File: src/rtl/rail_seq_pkg.sv
package rail_seq_pkg;

  typedef enum logic [2:0] {
    ST_IDLE,
    ST_UP_DLY,
    ST_UP_WAIT,
    ST_ON,
    ST_DN_WAIT,
    ST_DN_DLY,
    ST_PARK
  } seq_state_t;

  // Inter-stage delay ends when the running count equals the programmed value.
  function automatic logic delay_reached(input logic [31:0] cnt, input logic [31:0] lim);
    return cnt == lim;
  endfunction

  // Watchdog expires on the lim-th waiting cycle; lim of zero never expires.
  function automatic logic watchdog_expired(input logic [31:0] cnt, input logic [31:0] lim);
    return (lim != 32'd0) && (cnt + 32'd1 == lim);
  endfunction

endpackage

File: src/rtl/seq_delay_timer.sv
module seq_delay_timer #(
  parameter int W = 8
) (
  input  logic         clk,
  input  logic         rst_n,
  input  logic         run,
  input  logic [W-1:0] limit,
  output logic         hit
);
  import rail_seq_pkg::*;

  logic [W-1:0] cnt;

  assign hit = run && delay_reached(32'(cnt), 32'(limit));

  always_ff @(posedge clk) begin
    if (!rst_n)          cnt <= '0;
    else if (!run || hit) cnt <= '0;
    else                 cnt <= cnt + 1'b1;
  end
endmodule

File: src/rtl/seq_pg_watchdog.sv
module seq_pg_watchdog #(
  parameter int W = 8
) (
  input  logic         clk,
  input  logic         rst_n,
  input  logic         run,
  input  logic [W-1:0] limit,
  output logic         expire
);
  import rail_seq_pkg::*;

  logic [W-1:0] cnt;

  assign expire = run && watchdog_expired(32'(cnt), 32'(limit));

  always_ff @(posedge clk) begin
    if (!rst_n)             cnt <= '0;
    else if (!run || expire) cnt <= '0;
    else                    cnt <= cnt + 1'b1;
  end
endmodule

File: src/rtl/seq_enable_bank.sv
module seq_enable_bank #(
  parameter int N     = 4,
  parameter int IDX_W = 2
) (
  input  logic             clk,
  input  logic             rst_n,
  input  logic [IDX_W-1:0] sel,
  input  logic             set_en,
  input  logic             clr_en,
  input  logic             kill,
  input  logic             force_off,
  output logic [N-1:0]     en_out
);
  logic [N-1:0] en_q;

  for (genvar g = 0; g < N; g++) begin : g_rail
    logic picked;
    assign picked = (sel == IDX_W'(g));
    always_ff @(posedge clk) begin
      if (!rst_n)                en_q[g] <= 1'b0;
      else if (kill)             en_q[g] <= 1'b0;
      else if (set_en && picked) en_q[g] <= 1'b1;
      else if (clr_en && picked) en_q[g] <= 1'b0;
    end
    assign en_out[g] = en_q[g] && !force_off;
  end
endmodule

File: src/rtl/rail_seq.sv
module rail_seq #(
  parameter int N_RAILS = 4,
  parameter int DLY_W   = 8,
  parameter int WD_W    = 8
) (
  input  logic               clk,
  input  logic               rst_n,
  input  logic               cmd_on,
  input  logic [N_RAILS-1:0] rail_good,
  input  logic               fault_force,
  input  logic               fault_release,
  input  logic [DLY_W-1:0]   dly_count,
  input  logic [WD_W-1:0]    wd_limit,
  output logic [N_RAILS-1:0] rail_en,
  output logic               done,
  output logic               wd_timeout
);
  import rail_seq_pkg::*;

  localparam int IDX_W = (N_RAILS > 1) ? $clog2(N_RAILS) : 1;
  localparam logic [IDX_W-1:0] LAST_IDX = IDX_W'(N_RAILS - 1);

  seq_state_t       state;
  logic [IDX_W-1:0] idx;
  logic             cmd_q;
  logic             done_q;
  logic             wdto_q;

  // Named internal events
  logic             start_req;
  logic             stage_good;
  logic             stage_low;
  logic             dly_run;
  logic             dly_hit;
  logic             wd_run;
  logic             wd_expire;
  logic             wd_kill;
  logic             en_set;
  logic             en_clr;
  logic             en_kill;
  logic [IDX_W-1:0] en_sel;

  always_comb begin
    start_req  = (state == ST_IDLE) && cmd_on && !cmd_q;
    stage_good = rail_good[idx];
    stage_low  = !rail_good[idx];
    dly_run    = (state == ST_UP_DLY) || (state == ST_DN_DLY);
    wd_run     = (state == ST_UP_WAIT);
    wd_kill    = wd_run && wd_expire && !stage_good;
    en_set     = (state == ST_UP_DLY) && dly_hit;
    en_clr     = ((state == ST_ON) && !cmd_on) || ((state == ST_DN_DLY) && dly_hit);
    en_kill    = fault_force || wd_kill;
    en_sel     = (state == ST_DN_DLY) ? idx - 1'b1 : idx;
  end

  seq_delay_timer #(.W(DLY_W)) u_dly (
    .clk   (clk),
    .rst_n (rst_n),
    .run   (dly_run),
    .limit (dly_count),
    .hit   (dly_hit)
  );

  seq_pg_watchdog #(.W(WD_W)) u_wd (
    .clk    (clk),
    .rst_n  (rst_n),
    .run    (wd_run),
    .limit  (wd_limit),
    .expire (wd_expire)
  );

  seq_enable_bank #(.N(N_RAILS), .IDX_W(IDX_W)) u_bank (
    .clk       (clk),
    .rst_n     (rst_n),
    .sel       (en_sel),
    .set_en    (en_set),
    .clr_en    (en_clr),
    .kill      (en_kill),
    .force_off (fault_force),
    .en_out    (rail_en)
  );

  always_ff @(posedge clk) begin
    if (!rst_n) begin
      state  <= ST_IDLE;
      idx    <= '0;
      cmd_q  <= 1'b0;
      done_q <= 1'b0;
      wdto_q <= 1'b0;
    end else begin
      cmd_q <= cmd_on;
      if (fault_force) begin
        state  <= ST_PARK;
        done_q <= 1'b0;
      end else begin
        case (state)
          ST_IDLE: begin
            if (start_req) begin
              state <= ST_UP_DLY;
              idx   <= '0;
            end
          end
          ST_UP_DLY: begin
            if (dly_hit) state <= ST_UP_WAIT;
          end
          ST_UP_WAIT: begin
            if (stage_good) begin
              if (idx == LAST_IDX) begin
                done_q <= 1'b1;
                state  <= ST_ON;
              end else begin
                idx   <= idx + 1'b1;
                state <= ST_UP_DLY;
              end
            end else if (wd_expire) begin
              state  <= ST_PARK;
              done_q <= 1'b0;
              wdto_q <= 1'b1;
            end
          end
          ST_ON: begin
            if (!cmd_on) state <= ST_DN_WAIT;
          end
          ST_DN_WAIT: begin
            if (stage_low) begin
              if (idx == '0) begin
                done_q <= 1'b0;
                state  <= ST_IDLE;
              end else begin
                state <= ST_DN_DLY;
              end
            end
          end
          ST_DN_DLY: begin
            if (dly_hit) begin
              idx   <= idx - 1'b1;
              state <= ST_DN_WAIT;
            end
          end
          ST_PARK: begin
            if (fault_release) begin
              state  <= ST_IDLE;
              wdto_q <= 1'b0;
            end
          end
          default: state <= ST_IDLE;
        endcase
      end
    end
  end

  assign done       = done_q;
  assign wd_timeout = wdto_q;

endmodule

File: config.mk
export PLATFORM = sky130hd
export DESIGN_NAME = rail_seq
export DESIGN_NICKNAME = d
export VERILOG_FILES = /design/src/rtl/rail_seq_pkg.sv /design/src/rtl/seq_delay_timer.sv /design/src/rtl/seq_pg_watchdog.sv /design/src/rtl/seq_enable_bank.sv /design/src/rtl/rail_seq.sv
export SDC_FILE = /design/constraint.sdc
export NUM_CORES = 1
export LEC_CHECK = 0
export BUFFER_PORTS_ARGS = -buffer_cell sky130_fd_sc_hd__buf_4
export CAP_MARGIN = 20
export CORE_MARGIN = 3
export CORE_UTILIZATION = 45
export CTS_BUF_LIST = sky130_fd_sc_hd__clkbuf_16
export DETAILED_ROUTE_END_ITERATION = 8
export PLACE_DENSITY = 0.71
export SLEW_MARGIN = 40
export SYNTH_ARGS = -nofsm -noshare
export SYNTH_HDL_FRONTEND = slang
export SYNTH_SLANG_ARGS = --single-unit
File: constraint.sdc
create_clock -name clk -period 2.2 [get_ports clk]
set_input_delay 0.22 -clock clk [delete_from_list [all_inputs] [get_ports clk]]
set_output_delay 0.22 -clock clk [all_outputs]
set_load 0.05 [all_outputs]
Word-level counts from Yosys, hierarchy flattened
Cells that the tools add are included.
{ "word_totals": {"wordCells": 143, "regBits": 28, "in_bits": 25, "output_inout_bits": 6} }
{ "classes": {"n_reduce_logical": 53, "eq_ne": 32, "n_addsub": 5, "n_bitwise": 2, "magnitude_cmp": 1, "n_mux": 38} }
{ "op_table": {"columns": ["cell", "n"], "rows": [
  ["32-bit by 8-bit == test with 1-bit output", 1],
  ["3-bit 2-to-1 mux", 10],
  ["3-bit != test (second input constant)", 8],
  ["1-bit logical AND", 22],
  ["2-bit != test (second input constant)", 11],
  ["3-bit case mux with 7 select lines", 1],
  ["1-bit 2-to-1 mux", 17],
  ["8-bit by 1-bit adder with 8-bit output (second input constant)", 2],
  ["7-bit AND reduction", 2],
  ["2-bit 2-to-1 mux", 6],
  ["2-bit nonzero test", 6],
  ["5-bit AND reduction", 2],
  ["8-bit by 1-bit adder with 9-bit output (second input constant)", 1],
  ["3-bit == test (second input constant)", 3],
  ["8-bit == test", 1],
  ["8-bit nonzero test", 1],
  ["2-bit OR reduction", 4],
  ["2-bit == test (second input constant)", 3],
  ["3-bit by 2-bit == test with 1-bit output (second input constant)", 2],
  ["1-bit zero test", 6],
  ["2-bit case mux with 3 select lines", 1],
  ["6-bit AND reduction", 1],
  ["1-bit logical OR", 5],
  ["2-bit zero test", 2],
  ["11 further kinds", 13]
]} }

Depth between registers and ports, before layout
{ "logic_depth": {"word_depth": 8, "ltp_mapped": 10, "depth_no_buf": 8} }

Cells and area by module
Synthesis repeated with hierarchy kept, for this count alone.
{ "hier_totals": {"cells_unflattened": 219, "hier_area_um2": 1980.6} }
{ "by_module_without_submodules": {"columns": ["module", "area_each_um2", "instances", "seq_area_each_um2", "cells_per_inst"], "rows": [
  ["rail_seq", 681.9, 1, 160.2, 85],
  ["seq_pg_watchdog", 613.1, 1, 160.2, 65],
  ["seq_delay_timer", 470.5, 1, 160.2, 46],
  ["seq_enable_bank", 215.2, 1, 80.1, 23]
]} }

Worst setup path before layout
Ideal clock, no wire load.
{ "synth_path": {"path_type": "reg2reg", "start": "reg u_wd.cnt[0]", "end": "reg done_q, in the netlist done", "setup_time_ps": 116, "stages_incl_launch_ff": 10, "t_arrival_ps": 2096, "n_path_buf": 1, "required_time_ps": 2084, "period_less_slack_ps": 2213, "slack_ps": -13, "cell_sequence": "dfxtp_1 > ha_1 > inv_1 > and4_1 > a2111oi_2 > nand2_1 > or3b_1 > buf_2 > a211o_1 > o211a_1"} }
{ "synth_between": {"elab_chain_len": 6} }
{ "synth_lines": {"columns": ["item", "line_no", "rtl"], "rows": [
  ["start, declared", "seq_pg_watchdog.sv:12", "logic [W-1:0] cnt;"],
  ["start signal, assigned", "seq_pg_watchdog.sv:19", "else cnt <= cnt + 1'b1;"],
  ["8-bit by 1-bit adder with 9-bit output", "rail_seq_pkg.sv:20", "return (lim != 32'd0) && (cnt + 32'd1 == lim);"],
  ["32-bit by 8-bit == test with 1-bit output", "rail_seq_pkg.sv:20", null],
  ["1-bit logical AND", "rail_seq_pkg.sv:20", null],
  ["1-bit logical AND", "seq_pg_watchdog.sv:14", "assign expire = run && watchdog_expired(32'(cnt), 32'(limit));"],
  ["3-bit != test (no source line)", null, null],
  ["5-bit AND reduction (no source line)", null, null],
  ["end signal, assigned", "rail_seq.sv:88", "done_q <= 1'b0;"],
  ["end signal, assigned", "rail_seq.sv:94", "done_q <= 1'b0;"],
  ["end signal, assigned", "rail_seq.sv:109", "done_q <= 1'b1;"],
  ["end, declared", "rail_seq.sv:26", "logic done_q;"]
]} }
Every way passes these cells.
A chain may end at the register's enable or synchronous reset.

Worst setup path in the final report
Same ends and word-level chain as after synthesis.

==> results.sh <==
export IMPL_crit_type="register to register"
export IMPL_min_period_ns=2.170
export IMPL_die_height_um=68.77
export IMPL_track_usage_pct=18.26
export IMPL_tns_ns=0
export IMPL_vias=1660
export IMPL_cts_buffers_inserted=3
export IMPL_hold_path_class="primary input to register"
export IMPL_finalHoldViolations=0
export IMPL_setup_viol=0
export IMPL_drv_slew=0
export IMPL_cts_root_buf="clkbuf_16"
export IMPL_p_seq_share_pct=36.2
export IMPL_wire_per_inst_um=12.60
export IMPL_synth_area_sq_um=1773
export IMPL_tightest_slew_ns=0.4807
export IMPL_fin_skew_ns=0.003677
export IMPL_chipWidth_um=68.77
export IMPL_num_rows=22
export IMPL_syn2layout_area_growth_pct=31.33
export IMPL_ys_types=41
export IMPL_path_max_fanout=6
export IMPL_insertion_delay_ns=0.26
export IMPL_comb_power_share_pct=29.6
export IMPL_die_area_sq_um=4729
export IMPL_drive_gt1_share_pct=25.00
export IMPL_synthCells=227
export IMPL_arrival_ns=2.33
export IMPL_clk_pin_slew_ns=0.07
export IMPL_hpwlAfterDp_um=3004
export IMPL_antenna_found_initial=0
export IMPL_io_pins=31
export IMPL_drtIter0Drc=59
export IMPL_switching_share_pct=29.25
export IMPL_drt_total_wl_um=3981
export IMPL_post_route_drc_count=0
export IMPL_synthTopCellsByArea="dfxtp_1, xor2_1, nor2_1"
export IMPL_cp_start_kind="register"
export IMPL_yosysTopAreaCellShare_pct=31.62
export IMPL_place_congestion=0.8322
export IMPL_io_buffers=30
export IMPL_grt_pass1_vias=1591
export IMPL_grt_max_degree=17
export IMPL_p_clk_share_pct=34.3
export IMPL_grt_overflow=0
export IMPL_ys_seq_elements=28
export IMPL_antenna_cells=0
export IMPL_status="complete, no violations"
export IMPL_p_leak_uw=0.0009621
export IMPL_worstPathRequired_ns=2.36
export IMPL_mappedNetlistNets=257
export IMPL_syn_mean_instance_area_sq_um=7.810
export IMPL_ir_drop_v=0.0003526
export IMPL_p_int_uw=1110
export IMPL_final_nets=299
export IMPL_via_per_inst=5.253
export IMPL_grt_pass1_wl_um=6679
export IMPL_core_area_sq_um=3716
export IMPL_maxCapViolations=0
export IMPL_ant_nets=0
export IMPL_cts_tree="done"
export IMPL_ys_warn_count=0
export IMPL_yosysTopAreaCell="dfxtp_1"
export IMPL_place_inst=312
export IMPL_p_per_area_nw_per_um2=673.6
export IMPL_cts_num_sinks=28
export IMPL_maxSlewHeadroom_pct=67.71
export IMPL_clock_fmax_ghz=0.4607
export IMPL_drt_first_pass_iters=4
export IMPL_cts_hold_buf=0
export IMPL_p_sw_uw=458.8
export IMPL_rsz0062_at_grt="true"
export IMPL_htreeDepth=1
export IMPL_instances_no_fill=316
export IMPL_yosysSeqAreaShare_pct=31.62
export IMPL_fin_crit_sh_pct=98.65
export IMPL_start_util_pct=47.71
export IMPL_crit_path_end_kind="register"
export IMPL_clk_path_buf_depth=2
-- cell type report --
cell class / instances / area [sq um]
well taps: 48 / 60.06
inverters: 10 / 37.54
clock inverters: 1 / 30.03
multi-input cells: 180 / 1207
repair buffers: 46 / 352.8
fillers: 335 / 1388
clock buffers: 3 / 75.07
flip-flops and latches: 28 / 565.5
-- cells by family after synthesis --
group	Yosys count	share of synthesized area [%]
DFF	28	31.62
buffers and inverters	19	4.234
adders and majority gates	5	3.529
xor gates and xnor gates	30	14.82
and+or+nand+nor	98	26.39
AOI/OAI and AO/OA	41	15.31
muxes	6	4.093
-- synth_stat cells --
master and count:
mux2i_1 5, and4_1 1, a221oi_1 1, nor2b_1 9, nor3_1 4, xor2_1 19, o21ai_1 1, ha_1 5
and3_1 2, nand2b_1 4, or2_2 1, a211oi_1 2, or3b_1 1, or3_1 1, a211o_1 2, nand2_1 20
nor2_1 34, a21o_1 1, buf_2 3, o31ai_1 2, clkbuf_1 5, buf_1 1, o22ai_1 4, a31oi_1 1
a2111oi_2 1, a221oi_2 1, xnor2_1 11, nand3b_1 1, dfxtp_1 28, mux4_2 1, o21a_1 1, o22a_1 1
and2_1 2, o21ai_0 14, or2_4 1, a21oi_1 7, o211a_1 2, nand4_1 3, nor4_1 3, nand3_1 11
inv_1 10
-- per-stage QoR --
step	utilization, %	setup WS (ns)	area, sq um	hold slack [ns]	power (uW)
2_1_floorplan	-	0.005257	1780	0.3417	858.7
3_3_place_gp	57.64	-0.01799	2142	0.4475	1001
3_5_place_dp	57.64	-0.07590	2142	0.4506	1010
4_1_cts	61.28	0.005658	2277	0.1947	1556
5_1_grt	62.66	-0.09221	2328	0.2049	1651
6_report	62.66	0.02959	2328	0.1977	1569
-- state kept, by name, indices dropped and copies added, names as in the netlist --
register and count:
cmd_q 1, done 1, idx 2, state 3, u_bank.en_q 4, u_dly.cnt 8, u_wd.cnt 8, wd_timeout 1
-- metal layers --
| layer | wire length [um] | global-route usage, % |
|---|---|---|
| met3 | 186 | 2.917 |
| met2 | 1922 | 31.59 |
| met1 | 1821 | 22.75 |
| met5 | 0 | 0 |
| met4 | 50 | 6.569 |
-- path summary, 6_finish.rpt --
path,from,slack [ns],cells after the start,endpoint
max,u_wd.cnt[0],0.03,8,done
min,cmd_on,0.20,2,cmd_q
min reg2reg,u_bank.en_q[3],0.46,2,u_bank.en_q[3]
max reg2reg,u_wd.cnt[0],0.03,8,done
-- power groups by stage --
stage                     registers, uW  logic (uW)  clock network (uW)
after floorplan                     577         281                   0
after global placement              574         427                   0
after detailed placement            575         436                   0
after CTS                           566         444                 547
after global routing                572         510                 568
final                               567         464                 538
-- worst max-delay path, stage by stage, from the launching register on --
cell and delay [ns]:
dfxtp_4 0.36, ha_4 0.27, xnor2_2 0.10, nand2_2 0.08
a2111oi_4 0.31, nand2_1 0.11, or3b_4 0.44, a211o_1 0.27
o211a_1 0.11
-- what timing repair did --
item                       4_1_cts  5_1_grt
setup buffers                    0        0
pin swaps                        3        6
gates resized for setup          5       10
hold endpoints to repair         0        0
setup endpoints to repair       12       15
-- layout by cell type, fill, tap and decap left out, drive strengths merged --
cell type	n
nand3b	1
o22a	1
a211o	2
mux4	1
inv	10
nor2b	9
nor4	3
and3	2
o22ai	4
a221oi	2
clkbuf	3
a31oi	1
bufinv	1
or3b	1
nand2b	4
o31ai	2
or2	2
mux2i	5
o21a	1
o211a	2
nor2	34
a2111oi	1
dfxtp	28
or3	1
a21oi	7
xnor2	11
a21o	1
nand2	20
and2	2
and4	1
nand3	11
ha	5
nor3	4
nand4	3
xor2	19
a211oi	2
o21ai	15
buf	46
Note: power is estimated with default switching activity, not from simulation.
